$ cat config.mk
export PLATFORM = sky130hd
export DESIGN_NAME = useq_timing
export DESIGN_NICKNAME = d
export VERILOG_FILES = /design/src/rtl/useq_pkg.sv /design/src/rtl/useq_divider.sv /design/src/rtl/useq_bitctr.sv /design/src/rtl/useq_statectr.sv /design/src/rtl/useq_timing.sv
export SDC_FILE = /design/constraint.sdc
export NUM_CORES = 1
export LEC_CHECK = 0
export CORE_MARGIN = 2
export CORE_UTILIZATION = 37
export CTS_CLUSTER_DIAMETER = 60
export DETAILED_ROUTE_END_ITERATION = 10
export PLACE_DENSITY = 0.74
export SLEW_MARGIN = 20
export SYNTH_ARGS = -nofsm -noshare
export SYNTH_HDL_FRONTEND = slang
export SYNTH_SLANG_ARGS = --single-unit
export TNS_END_PERCENT = 30
$ cat constraint.sdc
create_clock -name clk_i -period 1.3 [get_ports clk_i]
set_input_delay 0.26 -clock clk_i [delete_from_list [all_inputs] [get_ports clk_i]]
set_output_delay 0.26 -clock clk_i [all_outputs]
set_load 0.02 [all_outputs]
$ cat src/rtl/useq_pkg.sv
package useq_pkg;
  parameter int unsigned STATE_W = 4;
  typedef logic [STATE_W-1:0] state_t;
  typedef struct packed {
    logic   take;
    state_t target;
  } ubranch_t;
endpackage

$ cat src/rtl/useq_divider.sv
module useq_divider #(
  parameter int unsigned DIV_N = 16
) (
  input  logic clk_i,
  input  logic rst_ni,
  input  logic run_i,
  output logic tick_o
);
  localparam int unsigned DIV_W = (DIV_N > 1) ? $clog2(DIV_N) : 1;
  localparam logic [DIV_W-1:0] LAST = DIV_W'(DIV_N - 1);

  logic [DIV_W-1:0] cnt_q;

  always_ff @(posedge clk_i or negedge rst_ni) begin
    if (!rst_ni)    cnt_q <= '0;
    else if (run_i) cnt_q <= (cnt_q == LAST) ? '0 : cnt_q + 1'b1;
  end

  assign tick_o = run_i && (cnt_q == LAST);


  div_hold_chk: assert property (@(posedge clk_i) disable iff (!rst_ni)
    !run_i |=> $stable(cnt_q));

  tick_run_chk: assert property (@(posedge clk_i) disable iff (!rst_ni)
    tick_o |-> run_i);
  generate
    if (DIV_N > 1) begin : g_spacing

      tick_gap_chk: assert property (@(posedge clk_i) disable iff (!rst_ni)
        tick_o |=> !tick_o);
    end
  endgenerate
endmodule

$ cat src/rtl/useq_bitctr.sv
module useq_bitctr #(
  parameter int unsigned WORD_BITS = 18,
  localparam int unsigned BIT_W = $clog2(WORD_BITS)
) (
  input  logic             clk_i,
  input  logic             rst_ni,
  input  logic             en_i,
  output logic [BIT_W-1:0] cnt_o,
  output logic             last_o
);
  localparam logic [BIT_W-1:0] LAST = BIT_W'(WORD_BITS - 1);

  logic [BIT_W-1:0] cnt_q;

  always_ff @(posedge clk_i or negedge rst_ni) begin
    if (!rst_ni)   cnt_q <= '0;
    else if (en_i) cnt_q <= (cnt_q == LAST) ? '0 : cnt_q + 1'b1;
  end

  assign cnt_o  = cnt_q;
  assign last_o = (cnt_q == LAST);


  bit_range_chk: assert property (@(posedge clk_i) disable iff (!rst_ni)
    cnt_q <= LAST);

  bit_wrap_chk: assert property (@(posedge clk_i) disable iff (!rst_ni)
    en_i && (cnt_q == LAST) |=> cnt_q == '0);

  bit_hold_chk: assert property (@(posedge clk_i) disable iff (!rst_ni)
    !en_i |=> $stable(cnt_q));
endmodule

$ cat src/rtl/useq_statectr.sv
module useq_statectr
  import useq_pkg::*;
(
  input  logic     clk_i,
  input  logic     rst_ni,
  input  logic     step_i,
  input  ubranch_t br_i,
  output state_t   state_o
);
  state_t state_q;

  always_ff @(posedge clk_i or negedge rst_ni) begin
    if (!rst_ni)         state_q <= '0;
    else if (step_i)     state_q <= br_i.take ? br_i.target : state_q + 1'b1;
  end

  assign state_o = state_q;


  state_hold_chk: assert property (@(posedge clk_i) disable iff (!rst_ni)
    !step_i |=> $stable(state_q));

  state_inc_chk: assert property (@(posedge clk_i) disable iff (!rst_ni)
    step_i && !br_i.take |=> state_q == STATE_W'($past(state_q) + 1'b1));

  state_load_chk: assert property (@(posedge clk_i) disable iff (!rst_ni)
    step_i && br_i.take |=> state_q == $past(br_i.target));
endmodule

$ cat src/rtl/useq_timing.sv
module useq_timing
  import useq_pkg::*;
#(
  parameter int unsigned DIV_N     = 16,
  parameter int unsigned WORD_BITS = 18,
  parameter int unsigned OP_W      = 5,
  localparam int unsigned BIT_W    = $clog2(WORD_BITS)
) (
  input  logic                    clk_i,
  input  logic                    rst_ni,
  input  logic                    run_i,
  input  logic [OP_W-1:0]         opcode_i,
  input  logic                    br_take_i,
  input  logic [STATE_W-1:0]      br_target_i,
  output logic                    bit_en_o,
  output logic [BIT_W-1:0]        bit_cnt_o,
  output logic                    eow_o,
  output logic [STATE_W-1:0]      state_o,
  output logic [OP_W+STATE_W-1:0] uaddr_o
);
  logic     tick;
  logic     last_bit;
  ubranch_t br;
  state_t   state;

  assign br = '{take: br_take_i, target: br_target_i};

  useq_divider #(.DIV_N(DIV_N)) u_div (
    .clk_i (clk_i), .rst_ni(rst_ni), .run_i(run_i), .tick_o(tick)
  );

  useq_bitctr #(.WORD_BITS(WORD_BITS)) u_bit (
    .clk_i (clk_i), .rst_ni(rst_ni), .en_i(tick),
    .cnt_o (bit_cnt_o), .last_o(last_bit)
  );

  // word boundary: last bit time ending on an enable
  useq_statectr u_state (
    .clk_i (clk_i), .rst_ni(rst_ni), .step_i(tick && last_bit),
    .br_i  (br), .state_o(state)
  );

  assign bit_en_o = tick;
  assign eow_o    = last_bit;
  assign state_o  = state;
  assign uaddr_o  = {opcode_i, state};


  eow_bit_chk: assert property (@(posedge clk_i) disable iff (!rst_ni)
    eow_o |-> bit_cnt_o == BIT_W'(WORD_BITS - 1));

  state_bit_chk: assert property (@(posedge clk_i) disable iff (!rst_ni)
    (bit_cnt_o != BIT_W'(WORD_BITS - 1)) |=> $stable(state_o));

  stop_hold_chk: assert property (@(posedge clk_i) disable iff (!rst_ni)
    !run_i |=> $stable(bit_cnt_o) && $stable(state_o));
endmodule

==> results of run 1 <==
cell type report:
| cell class | count | share of cell area [%] |
|---|---|---|
| multi-input cells | 51 | 35.2 |
| clock buffers | 4 | 2.28 |
| repair buffers | 42 | 29.1 |
| well taps | 27 | 2.93 |
| flip-flops and latches | 13 | 28.4 |
| inverters | 5 | 2.06 |
logic make-up (layout without fill, tap and decap cells):
group	count (synthesis)	in the layout
compound gates	16	16
buf+inv	16	51
xor+xnor	3	3
fa+ha+maj	4	4
simple gates	24	24
flops	13	13
mux	4	4
cell usage after synthesis, types with 2 or more instances:
cell,instances
ha_1,4
nand4_1,3
inv_1,4
nand3_1,3
o21ai_0,8
mux2i_1,2
a21oi_1,3
xnor2_1,3
nand2b_1,2
buf_4,10
nor2_1,4
nand2_1,7
nor3_1,2
dfrtp_1,13
cell usage in the layout, fill, tap and decap left out, types with 3 or more instances in the layout:
master and instances:
buf_6 3, a21oi_1 3, clkbuf_4 3, nand2_1 7, o21ai_0 8, nor2_1 3, clkdlybuf4s50_1 7, buf_2 4
buf_4 20, dfrtp_1 11, nand4_1 3, xnor2_1 3, nand3_1 3, dlygate4sd2_1 6
worst register-to-register path, delay by kind of cell (launching register included):
kind,cells,cell delay [ps]
simple gates,2,230
flops,1,410
mux,1,300
fa+ha+maj,1,150
buf+inv,2,250
per-stage QoR:
step           TNS (ps)  setup slack (ps)  util (%)
2_1_floorplan      -135             -83.6         -
3_3_place_gp      -2940              -521      56.8
3_5_place_dp      -3170              -531      56.8
4_1_cts            -583              -207      57.6
5_1_grt            -813              -204      57.7
6_report           -528              -162      57.7
power by group through the flow:
stage          Sequential (mW)  Clock (mW)  Combinational [mW]
6_report                 0.609       0.249               0.762
3_5_place_dp             0.603           0               0.751
4_1_cts                  0.609       0.264               0.760
3_3_place_gp             0.598           0               0.730
2_1_floorplan            0.692           0               0.311
5_1_grt                  0.617       0.277               0.857
per-layer routing:
metal	global-route usage [%]	up-vias	wire length, um
li1	-	342	-
met1	20.2	309	729
met2	20.8	26	719
met3	1.79	5	105
met4	11.3	0	53
met5	0	-	0
path summary, 6_finish.rpt:
path | startpoint | endpoint | cells after the start
worst max-delay path | u_bit.cnt_o[1] | eow_o | 5
worst min-delay path | rst_ni | u_bit.cnt_o[1] | 2
worst max register to register | u_bit.cnt_o[1] | u_state.state_o[0] | 6
worst min register to register | u_bit.cnt_o[3] | u_bit.cnt_o[3] | 2
max in group asynchronous | rst_ni | u_bit.cnt_o[0] | 2
min in group clk_i | opcode_i[2] | uaddr_o[6] | 0
sequential cells by signal, summed over array words and instances (netlist names):
signal           flops
u_bit.cnt_o          5
u_div.cnt_q          4
u_state.state_o      4
timing repair:
action / 4_1_cts / 5_1_grt
buffers inserted: 1 / 0
endpoints found under the setup margin: 19 / 11
gates resized for setup: 42 / 8
cloned: 0 / 0
pin swaps: 1 / 1
==> results.json, run 1 <==
{
  "timing.final.ws_setup_ps": -162,
  "diodes": 0,
  "postPlaceCellArea_um2": 1140,
  "die_h_um": 50.3,
  "globalRouteOverflowTotal": 0,
  "via_per_inst": 4.80,
  "ant_nets": 0,
  "core-area_um2": 2000,
  "hold_buffers": 0,
  "hold_slack_ps": 275,
  "drive_above_1_share_pct": 39.1,
  "synth_fa_ha_area_share_pct": 6.31,
  "synth-seq-area-share_pct": 41.0,
  "combPwrFrac_pct": 47.0,
  "synth_compound_area_share_pct": 11.8,
  "ys_types": 26,
  "hold_path_class": "in2async",
  "yosys-mux-area-fraction_pct": 5.36,
  "critPathMostFrequentCell": "inv_2",
  "slew_violations": 0,
  "n_fill_cell": 189,
  "total_power_mw": 1.62,
  "layout.nets": 133,
  "path_class": "reg2out",
  "critPathLaunchType": "register",
  "placed_cells": 137,
  "power_density_nw_per_um2": 1400,
  "yosys.area_share.simple_pct": 19.2,
  "min_period_ps": 1460,
  "io-pin-count": 33,
  "synth_top_family_by_area": "simple AND/OR/NAND/NOR gates",
  "cp_cell_sequence": "inv_2 -> ha_4 -> nand4bb_4 -> inv_2 -> buf_6",
  "synthTopCellsByArea": "dfrtp_1 (41%), buf_4 (9.5%), ha_1 (6.3%), o21ai_0 (5.0%), nand4bb_4 (3.5%)",
  "tritoncts": "built",
  "drt_iter0_markers": 8,
  "wl_per_cell_um": 11.3,
  "portBuffers": 22,
  "cp_top_family": "flip-flops",
  "cts.htree.levels": 1,
  "area_delta_synth_final_pct": 45.6,
  "ff_latch_area_um2": 328,
  "syn_area_um2": 793,
  "ctsRootBufferMaster": "clkbuf_4",
  "multi_input_area_um2": 407,
  "synth_top_area_share_pct": 41.0,
  "maxCapViolations": 0,
  "grt_pass1_wl_um": 2790,
  "grt_usage_pct": 14.7,
  "min_period_over_period_pct": 112,
  "grt_max_degree": 14,
  "start_util_pct": 39.6,
  "leakage_nw": 0.553,
  "synth-async-reset-ratio_pct": 100,
  "finalHoldViolations": 0,
  "crit_path_max_incr_delay_ps": 410,
  "cp.required_ps": 1040,
  "gp_congestion": 0.753,
  "worst_pin_slew_ps": 295,
  "crit_path_top_delay_cell": "dfrtp_2",
  "insertion_delay_ps": 280,
  "swShare_pct": 35.1,
  "ir_worst_vdd_v": 0.000990,
  "syn_nets": 97,
  "grt_pass1_vias": 637,
  "ff2ff_setup_slack_ps": -140,
  "switching_power_mw": 0.569,
  "relSlewSlack_pct": 80.3,
  "clk_path_buf_depth": 2,
  "power.internal_mw": 1.05,
  "synth_edf_count": 0,
  "cp.arrival_ps": 1200,
  "p_clk_share_pct": 15.4,
  "status": "complete, but fails checks",
  "dr_total_vias": 682,
  "synth_xor_area_share_pct": 3.31,
  "rows": 16,
  "firstDrtPassIters": 4,
  "ys_warn_count": 0,
  "hpwl_um": 1230,
  "syn_area_per_cell_um2": 9.92,
  "drc": 0,
  "fin_skew_ps": 0.668,
  "seq_power_share_pct": 37.6,
  "max_clock_freq_mhz": 684,
  "finalWirelength_um": 1610,
  "numCtsBuffers": 3,
  "die_x_um": 50.3,
  "synth_ff_type": "dfrtp_1",
  "setup_viol": 5,
  "synth.ff_latch_count": 13,
  "fin_area_um2": 1150,
  "cts.sinks": 13,
  "yosysTopAreaCell": "dfrtp_1",
  "rsz0062_at_grt": "yes",
  "dieArea_um2": 2530,
  "layout.cells.non_filler": 142,
  "cp-end-kind": "output port",
  "antenna_found_initial": 0,
  "crit_buf_inv": 3,
  "clk_pin_slew_worst_paths_ps": 80,
  "syn_inst": 80,
  "violations": "setup timing",
  "crit_fanout": 2
}
Power figures use the tool's default switching activity.
==> run 2, diff against run 1 <==
CTS_CLUSTER_DIAMETER = 40   (was 60)
RECOVER_POWER = 50   (was not set)
==> run 2 against run 1 <==
  * The flow still finishes with violations (setup timing)
  * Sequential power about the same
  * Setup slack about the same
  * Design area down 0.33%
  * Wire length unchanged
  * Global-route usage unchanged
  * Sequential cell count unchanged
  * Register-to-register slack about the same
  * Non-clock buffer count unchanged
  * Maximum frequency about the same
  * Die area unchanged
  * Core utilization down 0.19 points
  * First-iteration DRC count unchanged
  * Critical endpoint unchanged
  * Highest routed layer unchanged
==> results.json, run 2 (synthesized netlist as in run 1, its figures left out) <==
{
  "grt_usage_pct": 14.7,
  "wl_per_cell_um": 11.3,
  "cp.arrival_ps": 1200,
  "crit_fanout": 2,
  "final_cell_mix": "buf_4 (19), dfrtp_1 (11), o21ai_0 (8), nand2_1 (7)",
  "insertion_delay_ps": 280,
  "min_period_ps": 1460,
  "antenna_found_initial": 0,
  "ir_worst_vdd_v": 0.000983,
  "multi_input_area_um2": 407,
  "gp_congestion": 0.753,
  "crit_path_top_delay_cell": "dfrtp_2",
  "status": "complete, but fails checks",
  "finalWirelength_um": 1610,
  "ff2ff_setup_slack_ps": -140,
  "fin_area_um2": 1150,
  "hold_slack_ps": 520,
  "path_class": "reg2out",
  "area_delta_synth_final_pct": 45.1,
  "gr-usage-met2_pct": 20.8,
  "numCtsBuffers": 3,
  "worst_pin_slew_ps": 698,
  "layout.cells.non_filler": 142,
  "holdPathEnd": "uaddr_o[6]",
  "cp_cell_sequence": "inv_2 -> ha_4 -> nand4bb_4 -> inv_2 -> buf_6",
  "drt_iter0_markers": 8,
  "whs_path_depth": 0,
  "finalHoldViolations": 0,
  "rows": 16,
  "maxCapViolations": 0,
  "worst_r2r_endpoint": "u_state.state_o[0]",
  "total_power_mw": 1.62,
  "cp.depth": 5,
  "largest_reg_flops": 5,
  "cts.sinks": 13,
  "power_density_nw_per_um2": 1410,
  "leakage_nw": 0.549,
  "layout.nets": 133,
  "die_x_um": 50.3,
  "hold_start": "opcode_i[2]",
  "cp_top_family": "flip-flops",
  "critPathLaunchType": "register",
  "fin_skew_ps": 0.668,
  "io-pin-count": 33,
  "ant_nets": 0,
  "fin_setup_tns_ps": -528,
  "met1_usage_pct": 20.2,
  "p_clk_share_pct": 15.4,
  "core-area_um2": 2000,
  "ctsRootBufferMaster": "clkbuf_4",
  "swShare_pct": 35.2,
  "diodes": 0,
  "hold_path_class": "in2out",
  "cts.htree.levels": 1,
  "rsz0062_at_grt": "yes",
  "crit_buf_inv": 3,
  "portBuffers": 22,
  "clk_path_buf_depth": 2,
  "n_fill_cell": 188,
  "busiest_layer": "met2",
  "timing.final.ws_setup_ps": -162,
  "setup_viol": 5,
  "r2r_cells": 6,
  "grt_max_degree": 14,
  "drc": 0,
  "slew_violations": 0,
  "switching_power_mw": 0.569,
  "seq_power_share_pct": 37.6,
  "relSlewSlack_pct": 53.5,
  "hpwl_um": 1230,
  "via_per_inst": 4.80,
  "dieArea_um2": 2530,
  "min_period_over_period_pct": 112,
  "start_util_pct": 39.6,
  "violations": "setup timing",
  "max_clock_freq_mhz": 684,
  "cp-end-kind": "output port",
  "drive_above_1_share_pct": 38.3,
  "die_h_um": 50.3,
  "postPlaceCellArea_um2": 1140,
  "combPwrFrac_pct": 47.0,
  "dr_total_vias": 682,
  "clk_pin_slew_worst_paths_ps": 80,
  "power.internal_mw": 1.05,
  "grt_pass1_vias": 637,
  "placed_cells": 137,
  "crit_path_max_incr_delay_ps": 410,
  "tritoncts": "built",
  "cp.required_ps": 1040,
  "use_met3_pct": 1.79,
  "critPathMostFrequentCell": "inv_2",
  "firstDrtPassIters": 4,
  "r2r-start": "u_bit.cnt_o[1]",
  "ff_latch_area_um2": 328,
  "grt_pass1_wl_um": 2790,
  "globalRouteOverflowTotal": 0,
  "layout_commonest_cell": "buf_4"
}
[run 2: per-layer routing]
metal	vias up	wire, um
met5	-	0
met3	5	105
met2	26	718
met4	0	53
li1	342	-
met1	309	730
[run 2: worst max path at each step]
stage / startpoint / to / slack (ps)
CTS: u_bit.cnt_o[1] / eow_o / -210
global route: u_bit.cnt_o[1] / eow_o / -200
detailed placement: run_i / bit_en_o / -530
finish: u_bit.cnt_o[1] / eow_o / -160
global placement: run_i / bit_en_o / -520
floorplan: u_bit.cnt_o[1] / u_state.state_o[0] / -80
[run 2: layout make-up]
type                       count  share of cell area [%]
tap                           27                    2.93
inverter                       5                    2.07
multi-input combinational     51                    35.3
clock buffer                   4                    2.28
sequential                    13                    28.5
timing repair buffer          42                    28.9
[run 2: power by group through the flow]
stage	clock (mW)	combinational [mW]	sequential [mW]
CTS	0.264	0.760	0.609
detailed placement	0	0.751	0.603
floorplan	0	0.311	0.692
global route	0.277	0.855	0.617
finish	0.249	0.760	0.609
global placement	0	0.730	0.598
[run 2: per-stage QoR]
stage                     util [%]  worst slack (ps)
final                         57.5              -162
after global routing          57.5              -204
after CTS                     57.6              -207
after detailed placement      56.8              -531
after global placement        56.8              -521
after floorplan                  -             -83.6
[run 2: repair_timing]
| action | CTS | global route |
|---|---|---|
| cloned | 0 | 0 |
| setup buffers | 1 | 0 |
| gates resized for setup | 42 | 8 |
| setup endpoints to repair | 19 | 11 |
| pin swaps | 1 | 1 |
| hold buffers | 0 | 0 |
==> run 3, diff against run 2 <==
CORE_UTILIZATION = 44   (was 37)
PLACE_DENSITY = 0.82   (was 0.74)
clock period = 1.8 ns   (was 1.3 ns; I/O delays follow)
==> run 3 against run 2 <==
  * The run now ends clean
  * Design area is 6.1% lower
  * Largest power group unchanged
  * Clock-buffer cell count stayed put
  * Die area is 15% lower
  * Global-route usage is 2.2 points higher
==> results.json, run 3 (synthesized netlist as in run 1, its figures left out) <==
{
  "fin_util_pct": 63.3,
  "setup_viol": 0,
  "via_per_inst": 4.92,
  "core-area_um2": 1710,
  "place_ws_ps": -225,
  "portBuffers": 22,
  "cts_setup_buffers": 0,
  "grt_usage_pct": 16.9,
  "clk_pin_slew_worst_paths_ps": 80,
  "grt_pass1_vias": 624,
  "min_period_over_period_pct": 97.1,
  "n_fill_cell": 144,
  "insertion_delay_ps": 270,
  "min_period_ps": 1750,
  "crit_path_top_delay_cell": "clkdlybuf4s50_1",
  "grt_pass1_wl_um": 2550,
  "worst_pin_slew_ps": 569,
  "status": "completed",
  "numCtsBuffers": 3,
  "firstDrtPassIters": 4,
  "final_cell_mix": "clkdlybuf4s50_1 (19), dfrtp_1 (13), buf_4 (12), o21ai_0 (8), nand2_1 (7)",
  "rsz0062_at_grt": "no",
  "cp_cell_sequence": "clkdlybuf4s50_1 -> nand4_4 -> clkinv_4 -> dlygate4sd2_1",
  "cp.arrival_ps": 1390,
  "slew_violations": 0,
  "timing.final.ws_setup_ps": 51.5,
  "ir_worst_vdd_v": 0.000720,
  "layout_commonest_cell": "clkdlybuf4s50_1",
  "layout.nets": 125,
  "cts.htree.levels": 1,
  "leakage_nw": 0.477,
  "io-pin-count": 33,
  "die_h_um": 46.5,
  "drc": 0,
  "die_x_um": 46.5,
  "hold_slack_ps": 515,
  "cts.sinks": 13,
  "path_class": "in2out",
  "start_util_pct": 46.4,
  "critPathLaunchType": "primary input",
  "total_power_mw": 1.08,
  "dieArea_um2": 2160,
  "largest_reg_flops": 5,
  "cts-resized-gates": 4,
  "max_clock_freq_mhz": 572,
  "rows": 15,
  "ctsRootBufferMaster": "clkbuf_4",
  "ant_nets": 0,
  "area_delta_synth_final_pct": 36.3,
  "tritoncts": "built",
  "hpwl_um": 1270,
  "power_density_nw_per_um2": 997,
  "drive_above_1_share_pct": 20.6,
  "finalWirelength_um": 1640,
  "crit_path_max_incr_delay_ps": 520,
  "dr_total_vias": 650,
  "hold_buffers": 0,
  "maxCapViolations": 0,
  "antenna_found_initial": 0,
  "finalHoldViolations": 0,
  "clk_path_buf_depth": 2,
  "cp.required_ps": 1440,
  "relSlewSlack_pct": 62.0,
  "grt_max_degree": 14,
  "diodes": 0,
  "gp_congestion": 0.762,
  "cp-end-kind": "output port",
  "drt_iter0_markers": 15,
  "fin_skew_ps": 6.66,
  "globalRouteOverflowTotal": 0,
  "crit_fanout": 2,
  "wl_per_cell_um": 12.4,
  "hold_path_class": "in2async",
  "fin_setup_tns_ps": 0
}
[run 3: cell count changes in the layout (fill, tap and decap cells not counted), moves of 3 or more]
cell / previous run / this run
buf_2: 4 / 1
buf_4: 19 / 12
buf_6: 3 / 0
clkdlybuf4s50_1: 6 / 19
dlygate4sd2_1: 6 / 1
[run 3: power by group]
| group | total (mW) | switching (mW) | internal (mW) | leakage [nW] |
|---|---|---|---|---|
| clock | 0.178 | 0.0919 | 0.0857 | 0.0150 |
| combinational | 0.471 | 0.224 | 0.247 | 0.293 |
| sequential | 0.428 | 0.0619 | 0.366 | 0.169 |
[run 3: per-layer routing]
layer | up-vias | track usage (%) | wire, um | part of all wire, %
li1 | 327 | - | - | -
met1 | 293 | 20.6 | 700 | 43
met2 | 28 | 29.2 | 811 | 49
met3 | 2 | 2.75 | 122 | 7.4
met4 | 0 | 6.86 | 5 | 0.30
met5 | - | 0 | 0 | 0
[run 3: layout make-up]
class | instances | area (um2) | area share [%]
repair buffers | 34 | 304 | 28.1
flip-flops and latches | 13 | 325 | 30.1
clock buffers | 4 | 26.3 | 2.43
well taps | 25 | 31.3 | 2.89
inverters | 5 | 23.8 | 2.20
multi-input cells | 51 | 370 | 34.3
[run 3: worst max-delay path, delay by kind of cell]
family                 cells  cell delay [ps]
buffers and inverters      3              900
AND/OR/NAND/NOR            1              130
[run 3: final timing paths]
kind                                startpoint                  to  slack, ps  depth (start not counted)
worst max-delay path                     run_i            bit_en_o         50                          4
worst min-delay path                    rst_ni      u_bit.cnt_o[1]        520                          1
worst max register to register  u_bit.cnt_o[1]  u_state.state_o[0]        210                          6
worst min register to register  u_div.cnt_q[3]      u_div.cnt_q[3]        550                          1
max in group asynchronous               rst_ni      u_div.cnt_q[0]        910                          1
min in group clk_i              u_div.cnt_q[3]      u_div.cnt_q[3]        550                          1
[run 3: stage by stage]
| step | std cells | instance area (um2) |
|---|---|---|
| after detailed placement | 128 | 1060 |
| final | 132 | 1080 |
| after global routing | 132 | 1080 |
| after CTS | 132 | 1080 |
| after floorplan | 80 | 793 |
| after global placement | 128 | 1060 |
